===== config.mk =====
export PLATFORM = sky130hd
export DESIGN_NAME = blk_dma_engine
export DESIGN_NICKNAME = d
export VERILOG_FILES = /design/src/rtl/blk_dma_engine.sv
export SDC_FILE = /design/constraint.sdc
export NUM_CORES = 1
export LEC_CHECK = 0
export BUFFER_PORTS_ARGS = -buffer_cell sky130_fd_sc_hd__buf_2
export CAP_MARGIN = 20
export CORE_ASPECT_RATIO = 1.1
export CORE_UTILIZATION = 33
export DETAILED_ROUTE_END_ITERATION = 10
export GPL_TIMING_DRIVEN = 0
export MAX_ROUTING_LAYER = met4
export SLEW_MARGIN = 15
export SYNTH_ARGS = -nofsm -noshare
export SYNTH_HDL_FRONTEND = slang
export SYNTH_SLANG_ARGS = --single-unit
export TNS_END_PERCENT = 1

===== constraint.sdc =====
create_clock -name clk -period 7.1 [get_ports clk]
set_input_delay 0 -clock clk [delete_from_list [all_inputs] [get_ports clk]]
set_output_delay 0 -clock clk [all_outputs]
set_load 0.03 [all_outputs]

===== src/rtl/blk_dma_engine.sv =====
module blk_dma_engine #(
  parameter int AW = 24,
  parameter int DW = 16,
  parameter int UW = 8,
  parameter int BW = 16
) (
  input  logic          clk,
  input  logic          rst_n,
  input  logic          reg_we,
  input  logic [2:0]    reg_addr,
  input  logic [31:0]   reg_wdata,
  output logic [31:0]   reg_rdata,
  input  logic [3:0]    trig_tmr,
  input  logic          trig_ext_n,
  output logic [AW-1:0] mem_addr,
  output logic          mem_re,
  output logic          mem_we,
  output logic          mem_word,
  output logic [DW-1:0] mem_wdata,
  input  logic [DW-1:0] mem_rdata,
  output logic          busy,
  output logic          irq
);
  typedef enum logic [1:0] {S_IDLE = 2'd0, S_RD = 2'd1, S_WR = 2'd2} st_t;

  st_t           st_q;
  logic [AW-1:0] src_q, dst_q, anchor_q;
  logic [UW-1:0] ucnt_q, urld_q;
  logic [BW-1:0] bcnt_q;
  logic [DW-1:0] data_q;
  logic          en_q, ie_q, bsrc_q, word_q, ext_q, irq_q;
  logic [1:0]    smode_q, dmode_q;
  logic [2:0]    tsel_q;

  logic ctl_wr, ext_fall, trig, start, last_unit, last_blk;

  function automatic logic [AW-1:0] step(input logic [AW-1:0] a, input logic [1:0] m,
                                         input logic w);
    logic [AW-1:0] inc;
    inc = {{(AW-2){1'b0}}, w, ~w};
    case (m)
      2'b01:   return a + inc;
      2'b10:   return a - inc;
      default: return a;
    endcase
  endfunction

  assign ctl_wr    = reg_we && (reg_addr == 3'd5);
  assign ext_fall  = ext_q && !trig_ext_n;
  assign trig      = tsel_q[2] ? (tsel_q[1:0] == 2'd0 && ext_fall) : trig_tmr[tsel_q[1:0]];
  assign start     = (st_q == S_IDLE) && en_q && trig;
  assign last_unit = (st_q == S_WR) && (ucnt_q == UW'(1));
  assign last_blk  = last_unit && (bcnt_q == BW'(1));

  assign busy      = (st_q != S_IDLE);
  assign irq       = irq_q;
  assign mem_re    = (st_q == S_RD);
  assign mem_we    = (st_q == S_WR);
  assign mem_word  = word_q;
  assign mem_addr  = (st_q == S_WR) ? dst_q : src_q;
  assign mem_wdata = data_q;

  always_comb begin
    case (reg_addr)
      3'd0:    reg_rdata = 32'(src_q);
      3'd1:    reg_rdata = 32'(dst_q);
      3'd2:    reg_rdata = 32'(ucnt_q);
      3'd3:    reg_rdata = 32'(urld_q);
      3'd4:    reg_rdata = 32'(bcnt_q);
      3'd5:    reg_rdata = {21'd0, tsel_q, word_q, dmode_q, smode_q, bsrc_q, ie_q, en_q};
      default: reg_rdata = 32'd0;
    endcase
  end

  always_ff @(posedge clk or negedge rst_n) begin
    if (!rst_n) begin
      st_q <= S_IDLE;
      src_q <= '0; dst_q <= '0; anchor_q <= '0;
      ucnt_q <= '0; urld_q <= '0; bcnt_q <= '0; data_q <= '0;
      en_q <= 1'b0; ie_q <= 1'b0; bsrc_q <= 1'b0; word_q <= 1'b0;
      smode_q <= 2'b00; dmode_q <= 2'b00; tsel_q <= 3'd0;
      ext_q <= 1'b1; irq_q <= 1'b0;
    end else begin
      ext_q <= trig_ext_n;
      if (reg_we) begin
        case (reg_addr)
          3'd0: src_q  <= reg_wdata[AW-1:0];
          3'd1: dst_q  <= reg_wdata[AW-1:0];
          3'd2: ucnt_q <= reg_wdata[UW-1:0];
          3'd3: urld_q <= reg_wdata[UW-1:0];
          3'd4: bcnt_q <= reg_wdata[BW-1:0];
          3'd5: begin
            en_q    <= reg_wdata[0];
            ie_q    <= reg_wdata[1];
            bsrc_q  <= reg_wdata[2];
            smode_q <= reg_wdata[4:3];
            dmode_q <= reg_wdata[6:5];
            word_q  <= reg_wdata[7];
            tsel_q  <= reg_wdata[10:8];
            irq_q   <= 1'b0;
          end
          default: ;
        endcase
      end
      case (st_q)
        S_IDLE: if (start) begin
          anchor_q <= bsrc_q ? src_q : dst_q;
          st_q     <= S_RD;
        end
        S_RD: begin
          data_q <= word_q ? mem_rdata : {{(DW-8){1'b0}}, mem_rdata[7:0]};
          st_q   <= S_WR;
        end
        S_WR: begin
          src_q  <= (last_unit && bsrc_q)  ? anchor_q : step(src_q, smode_q, word_q);
          dst_q  <= (last_unit && !bsrc_q) ? anchor_q : step(dst_q, dmode_q, word_q);
          ucnt_q <= last_unit ? urld_q : ucnt_q - UW'(1);
          if (last_unit) begin
            bcnt_q <= bcnt_q - BW'(1);
            st_q   <= S_IDLE;
          end else begin
            st_q   <= S_RD;
          end
          if (last_blk) begin
            en_q <= 1'b0;
            if (ie_q) irq_q <= 1'b1;
          end
        end
        default: st_q <= S_IDLE;
      endcase
    end
  end
endmodule



# Yosys cells after proc, flatten, opt, wreduce, memory -nomap -nowiden
# Index checks and enable logic that the tools add are counted.
# W data, S select, Z words.
# totals
ff_bits	135
input_bits	59
output_inout_bits	77
elab_cells	102
# op_classes
addsub	6
n_lt_le_gt_ge	1
eq_ne	16
n_mux	37
n_bitwise	1
n_reduce_logical	24
# op_table
cell	count
$mux W24	10
$pmux W24 S6	1
$pmux W24 S2	2
$mux W16	5
$add A24 B2 Y24	2
$sub A24 B2 Y24	2
$mux W8	4
$eq A16 B1 Y1 const B	1
$sub A16 B1 Y16 const B	1
$mux W1	12
$reduce_bool A2 Y1	5
$eq A8 B1 Y1 const B	1
$logic_and A1 B1 Y1	8
$ne A4 B1 Y1 const B	2
$reduce_and A2 Y1	4
$sub A8 B1 Y8 const B	1
$eq A2 B1 Y1 const B	3
$eq A2 B2 Y1 const B	3
$eq A3 B2 Y1 const B	2
$eq A3 B3 Y1 const B	2
$pmux W2 S3	1
$reduce_and A3 Y1	2
$logic_not A2 Y1	2
$eq A3 B1 Y1 const B	1
7 further kinds	8

# Logic depth before layout (Yosys ltp)
# Gate-level depths: netlist of run 1.
# logic_depth
word_depth	7
ltp_mapped	15
depth_no_buf	13

# Worst setup path after synthesis of run 1
# Ideal clock, no wire load.
# synth_timing
path_kind	register to register
from	reg dmode_q[0]
to	reg dst_q[16]
setup_ns	0.086
arrival_ns	3.228
t_required_ns	7.014
setup_slack_ns	3.786
stages_incl_launch_ff	16
path_buffers	2
synth_period_minus_slack_ns	3.314
path_cell_list	dfrtp_1 > inv_1 > ha_1 > clkbuf_1 > inv_1 > clkbuf_1 > nor2_1 > fa_1 > or4bb_1 > o211a_1 > o22a_1 > o22ai_2 > a21oi_1 > xnor2_1 > and4_1 > nor3_1
# synth_via
elab_chain_cells	4
word_cells_on_any_way	7
cone_classes	eq/ne: 3; mux: 3; reduce/logical: 1
# synth_lines
item	line	rtl
start, declared	32	logic [1:0] smode_q, dmode_q;
start signal, assigned	97	dmode_q <= reg_wdata[6:5];
$eq A2 B2 Y1 or $eq A2 B1 Y1 (tied branches)	41	case (m)
$pmux W24 S2	41	
$mux W24	116	dst_q <= (last_unit && !bsrc_q) ? anchor_q : step(dst_q, dmode_q, word_q);
$mux W24	105	case (st_q)
end signal, assigned	88	3'd1: dst_q <= reg_wdata[AW-1:0];
end signal, assigned	116	
end, declared	27	logic [AW-1:0] src_q, dst_q, anchor_q;
# Several ways; a longest one is shown, not always the timed one.
# A chain may end at the register's enable or synchronous reset.

# Worst setup path in the final report of run 1
# layout_timing
from	reg dmode_q[0]
to	reg dst_q[18]
# Same word-level chain as after synthesis.

==> flow_summary.ini, run 1 <==
[flow_run]
cap_violations = 0

[power]
switching_share_pct = 52.4
switchingPower_mw = 3.27
irDropWorstVdd_v = 0.000193
combPwrFrac_pct = 60.9
p_leak_nw = 5.88
pwr-share-seq_pct = 22.7
p_int_mw = 2.97
clkPwrFrac_pct = 16.4
p_per_area_nw_per_um2 = 462

[run_status]
status = finished, violations left
violations = hold timing

[grt]
grt_max_degree = 71
grt_pass1_wl_mm = 72.7
antenna_found_initial = 0
grtUsageTotal_pct = 28.6
grt_pass1_vias = 11869
grt_overflow = 0

[clock_tree]
clk-insertion-delay-late_ns = 0.44
clk_pin_slew_ns = 0.07
clock-sinks = 135
cts-resized-gates = 0
htree_levels = 4
cts_buffer_depth = 2
cts_tree = built
cts_buffers = 17
cts-root-buf = clkbuf_16

[cells_and_area]
post_route_cells_drive_above_1_share_pct = 15.3
n_antenna_cell = 0
stdcell_count = 2099
area.growth.synth_to_final_pct = 19.8
fin_nets = 1727

[logic_synthesis]
ys_warn_count = 0
syn_inst = 1470
yosysTopAreaCell = dfrtp_1
async_flop_share_pct = 100
syn_area_per_cell_um2 = 7.67
synth-edff-count = 0
synth_cell_types = 92
synth-seq-area-share_pct = 30.0
synth.area.top_cells = dfrtp_1 (30%), nand2_1 (7.2%), a21oi_1 (5.5%)
synth_top_area_share_pct = 29.7
synth_seq_cells = 135
syn_area_um2 = 11300
ys.flop_type = dfrtp_1

[route]
top_layer_used = met4
route.met2.wl_mm = 21.6
met3_length_mm = 4.85
first_pass_iters = 6
routed_wirelength_mm = 48.4
final_antenna_net_count = 0
routedLengthMet1_mm = 20.3
vias = 12623
remaining_drc_errors = 0
post_drt_wl_per_cell_um = 23.0
via_per_inst = 6.01
drt_iter0_markers = 1542

[floorplan]
core-area_um2 = 33500
die_area_um2 = 34900
rows = 70
die_width_um = 178
start_util_pct = 33.7
pin_count = 136
die_h_um = 196

[critical_path]
ff2ff_setup_slack_ns = 2.56
endpoint_kind = flip-flop
cp-start-kind = flip-flop
arrival_ns = 4.85
worstPathRequired_ns = 7.41
cp_max_fo = 10
worstSetupPathType = flip-flop to flip-flop

[timing]
finClkSkew_ns = 0.0142
rsz0062_at_grt = no
whs_ns = -0.00180
relSlewSlack_pct = 36.8
fmax_mhz = 220
finalSetupViolCount = 0
setup_tns_ns = 0
finalCritPeriodShare_pct = 63.9
layout_min_cycle_time_ns = 4.54
worstMarginPinSlew_ns = 0.948
final-hold-violation-count = 1
final_max_slew_viol_count = 0
setup_slack_ns = 2.56

[placed_design]
io_buffers = 119
dp.final_hpwl_mm = 36.4
place.gp.congestion = 0.991
dp_cells = 2029
pre_cts_ws_ns = 2.70

[hold_path]
hp-class = input pin to flip-flop
-- repair_timing --
item / in CTS / in global routing
setup buffers: 0 / 0
endpoints found under the hold margin: 124 / 0
hold buffers: 38 / 0
-- routing by layer --
layer,vias to the layer above,track usage [%]
met2,720,43.1
met1,6140,37.9
met5,-,-
met4,0,10.3
li1,5652,-
met3,111,5.52
-- Yosys cell counts, drive strengths merged (6+ instances only) --
| cell type | count |
|---|---|
| nand2 | 218 |
| nand3 | 41 |
| nor2b | 18 |
| o211ai | 8 |
| ha | 12 |
| or3 | 14 |
| o21ai | 110 |
| o21a | 8 |
| xor2 | 17 |
| o22a | 15 |
| dfrtp | 134 |
| a32oi | 7 |
| nor3b | 9 |
| o22ai | 19 |
| mux2i | 50 |
| o31ai | 15 |
| and2 | 10 |
| xnor2 | 40 |
| a31oi | 24 |
| and3 | 15 |
| nor3 | 37 |
| clkbuf | 76 |
| nand2b | 12 |
| nand4 | 7 |
| a211oi | 15 |
| nor4 | 16 |
| nor2 | 143 |
| a22oi | 21 |
| mux4 | 6 |
| a21o | 10 |
| mux2 | 24 |
| inv | 31 |
| buf | 61 |
| a21oi | 124 |
-- area by class of cell --
class / instances / area, µm²
clock buffers: 18 / 429
plain buffers: 137 / 636
flip-flops and latches: 135 / 3380
inverters: 33 / 124
well taps: 432 / 541
fillers: 3513 / 19900
clock inverters: 14 / 223
multi-input cells: 1172 / 7170
repair buffers: 158 / 1010
-- worst paths after layout --
path	start	end	cells past startpoint
min reg2reg	mem_wdata[14]	mem_wdata[14]	2
max in group asynchronous	rst_n	mem_wdata[13]	3
min	reg_wdata[6]	bcnt_q[6]	3
max reg2reg	dmode_q[0]	dst_q[18]	15
max	dmode_q[0]	dst_q[18]	15
min in group asynchronous	rst_n	tsel_q[0]	2
-- logic make-up after synthesis --
family | synth area share (%)
multiplexers | 8.03
adder cells (fa/ha/maj) | 1.69
other | 0.0332
AO/OA/AOI/OAI | 25.0
AND/OR/NAND/NOR | 24.2
flip-flops | 30.0
buffers and inverters | 6.73
XOR/XNOR | 4.42
-- layout by cell type (no fill, tap or decap), types with 10 or more instances in the layout --
cell	Yosys	layout
a31oi_1	24	24
mux2i_1	50	50
clkbuf_1	76	77
mux2_2	24	24
a22oi_1	21	21
and3_1	13	13
or3_1	14	14
buf_2	31	149
a21oi_1	123	123
xnor2_1	40	40
nor2b_1	18	18
o22a_1	15	15
nand3_1	40	40
a21o_1	10	10
clkbuf_16	0	17
nand2b_1	12	12
xor2_1	17	17
nand2_1	217	217
inv_1	30	30
o21ai_0	100	100
nor4_1	15	15
nor3_1	36	36
a211oi_1	14	14
o22ai_1	18	18
o31ai_1	15	15
dlygate4sd3_1	0	38
ha_1	12	12
buf_4	16	16
nor2_1	141	141
dfrtp_1	134	134
buf_1	11	11
and2_1	10	10
-- through the flow --
step                util (%)  area (µm²)  total power [mW]
floorplan                  -       11300              3.89
global placement        37.2       12400              5.06
detailed placement      37.3       12500              5.10
CTS                     40.4       13500              6.15
global route            40.4       13500              6.58
finish                  40.4       13500              6.24
-- flip-flops by register name, indices dropped and copies added, names as in the netlist, 3 cells and up --
name / count
dst_q: 24
src_q: 24
ucnt_q: 8
tsel_q: 3
urld_q: 8
bcnt_q: 16
mem_wdata: 16
anchor_q: 24
-- critical path, stage by stage (launching register included) --
cell and delay, ns:
dfrtp_1 0.40, inv_1 0.08, ha_1 0.19, clkbuf_1 0.21, inv_1 0.27, clkbuf_1 0.49
nor2_1 0.17, fa_1 0.51, or4bb_1 0.21, o211a_1 0.27, nor3b_1 0.09, o31ai_1 0.54
o21ai_0 0.23, a22oi_1 0.31, nor3b_1 0.09, nor3_1 0.34
-- power groups by stage --
stage                     registers, mW  logic (mW)  clock network (mW)
after CTS                          1.41        3.71                1.03
after floorplan                    1.34        2.55                   0
after global routing               1.45        4.07                1.06
after detailed placement           1.42        3.68                   0
final                              1.42        3.80                1.02
after global placement             1.41        3.65                   0
No activity file was read; power rests on OpenSTA's default activity.
==> run 2: changes to the inputs <==
==> constraint.sdc (replaced) <==
create_clock -name clk -period 3.9 [get_ports clk]
set_input_delay 0 -clock clk [delete_from_list [all_inputs] [get_ports clk]]
set_output_delay 0 -clock clk [all_outputs]
set_load 0.03 [all_outputs]
==> run 2 against run 1 <==
Final cell count about the same. Routed wire length about the same. Global-route usage decreased by 0.064 points. Die area unchanged. Critical path type is now flip-flop to output port. Highest routed layer unchanged. Clock power is 82% higher. The run still ends with hold timing left.
==> flow_summary.ini, run 2 (same netlist as run 1, synthesis figures left out) <==
[run_status]
status = finished, violations left
violations = hold timing

[critical_path]
cpPeakStageDelay_ns = 0.58
worstPathRequired_ns = 3.90
worstSetupPathType = flip-flop to output port
cp_max_fo = 10
cp-start-kind = flip-flop
timing.critical_path.mode_cell = buf_2
endpoint_kind = output port
crit_family = buffers and inverters
path_buf_inv = 7
cp_cell_sequence = nand2b_1 > buf_2 > inv_1 > clkbuf_2 > clkbuf_1 > clkbuf_1 > buf_2 > nand2_1 > nand2_1 > buf_2
arrival_ns = 3.82
slowest_stage = clkbuf_1

[floorplan]
die_area_um2 = 34900
die_h_um = 196
die_width_um = 178
start_util_pct = 33.7
pin_count = 136
rows = 70
core-area_um2 = 33500

[timing]
relSlewSlack_pct = 37.1
fmax_mhz = 262
layout_min_cycle_time_ns = 3.82
finClkSkew_ns = 0.0148
rsz0062_at_grt = no
worstMarginPinSlew_ns = 0.943
final-hold-violation-count = 1
finalSetupViolCount = 0
whs_ns = -0.000818
finalCritPeriodShare_pct = 97.9
final_max_slew_viol_count = 0

[power]
irDropWorstVdd_v = 0.000347
p_per_area_nw_per_um2 = 842
p_leak_nw = 5.88
p_total_mw = 11.4

[route]
post_drt_wl_per_cell_um = 23.1
first_pass_iters = 6
routedLengthMet1_mm = 20.3
final_antenna_net_count = 0
drt_iter0_markers = 1584
remaining_drc_errors = 0
route.met2.wl_mm = 21.6
vias = 12735
via_per_inst = 6.07
top_layer_used = met4
met3_length_mm = 4.81
routed_wirelength_mm = 48.4

[placed_design]
place.gp.congestion = 0.991
dp_cells = 2029
io_buffers = 119
postPlaceCellArea_um2 = 12500
dp.final_hpwl_mm = 36.4

[grt]
grt_max_degree = 71
grt_overflow = 0
grtUsageTotal_pct = 28.5
antenna_found_initial = 0
grt_pass1_vias = 11864
grt_pass1_wl_mm = 72.6

[cells_and_area]
final_util_pct = 40.5
fill_cells = 3515
layout_commonest_cell = nand2_1
fin_nets = 1725
finish.instance_area_um2 = 13500
reg_top3 = anchor_q: 24 flops, dst_q: 24 flops, src_q: 24 flops
area.growth.synth_to_final_pct = 20.0
post_route_cells_drive_above_1_share_pct = 15.9
final_cell_mix = nand2_1 (217), buf_2 (150), nor2_1 (140)
n_antenna_cell = 0
stdcell_count = 2097

[clock_tree]
cts_tree = built
cts_buffers = 17
clk_pin_slew_ns = 0.06
clock-sinks = 135
cts-root-buf = clkbuf_16
clk-insertion-delay-late_ns = 0.44
htree_levels = 4
cts_buffer_depth = 2

[hold_path]
hp-class = input pin to flip-flop

[flow_run]
cap_violations = 0
run 2: what timing repair did:
item,CTS,global route
gates cloned,0,0
gates resized for setup,5,8
setup endpoints to repair,7,26
hold endpoints to repair,124,0
hold buffers,38,0
setup buffers,0,0
run 2: final timing paths:
kind / from / cells past startpoint / slack, ns / endpoint
worst max-delay path: st_q[0] / 10 / 0.08 / mem_addr[11]
worst min-delay path: reg_wdata[6] / 3 / -0.0008 / bcnt_q[6]
worst max register to register: dmode_q[0] / 14 / 0.18 / dst_q[16]
worst min register to register: mem_wdata[14] / 2 / 0.46 / mem_wdata[14]
max in group asynchronous: rst_n / 3 / 2.99 / mem_wdata[14]
min in group asynchronous: rst_n / 2 / 0.12 / bcnt_q[4]
run 2: tightest hold or removal path, cell delays in order:
cell,delay (ns)
buf_2,0.18
o21ai_0,0.18
a21oi_1,0.04
run 2: power by group:
part / internal, mW / leakage [nW] / total [mW] / switching [mW]
clock network: 1.14 / 0.311 / 1.86 / 0.718
registers: 1.93 / 1.61 / 2.59 / 0.659
logic: 2.34 / 3.95 / 6.94 / 4.60
total: 5.42 / 5.88 / 11.4 / 5.98
run 2: metal layers:
| metal | up-vias | GRT usage (%) |
|---|---|---|
| li1 | 5633 | - |
| met4 | 0 | 10.1 |
| met5 | - | - |
| met3 | 123 | 5.60 |
| met1 | 6229 | 37.8 |
| met2 | 750 | 43.0 |
run 2: metrics by stage:
step / worst slack, ns / TNS [ns]
3_5_place_dp: -0.504 / -1.15
3_3_place_gp: -0.438 / -0.846
4_1_cts: 0.0361 / 0
2_1_floorplan: 0.586 / 0
5_1_grt: 0.0215 / 0
6_report: 0.0802 / 0
run 2: area by class of cell:
cell class	count	area, µm²	share of cell area, %
clock inverter	14	223	1.64
timing repair buffer	158	1010	7.48
tap	432	541	3.99
sequential	135	3380	25.0
inverter	33	124	0.915
clock buffer	18	429	3.17
buffer	135	632	4.67
multi-input combinational	1172	7200	53.2
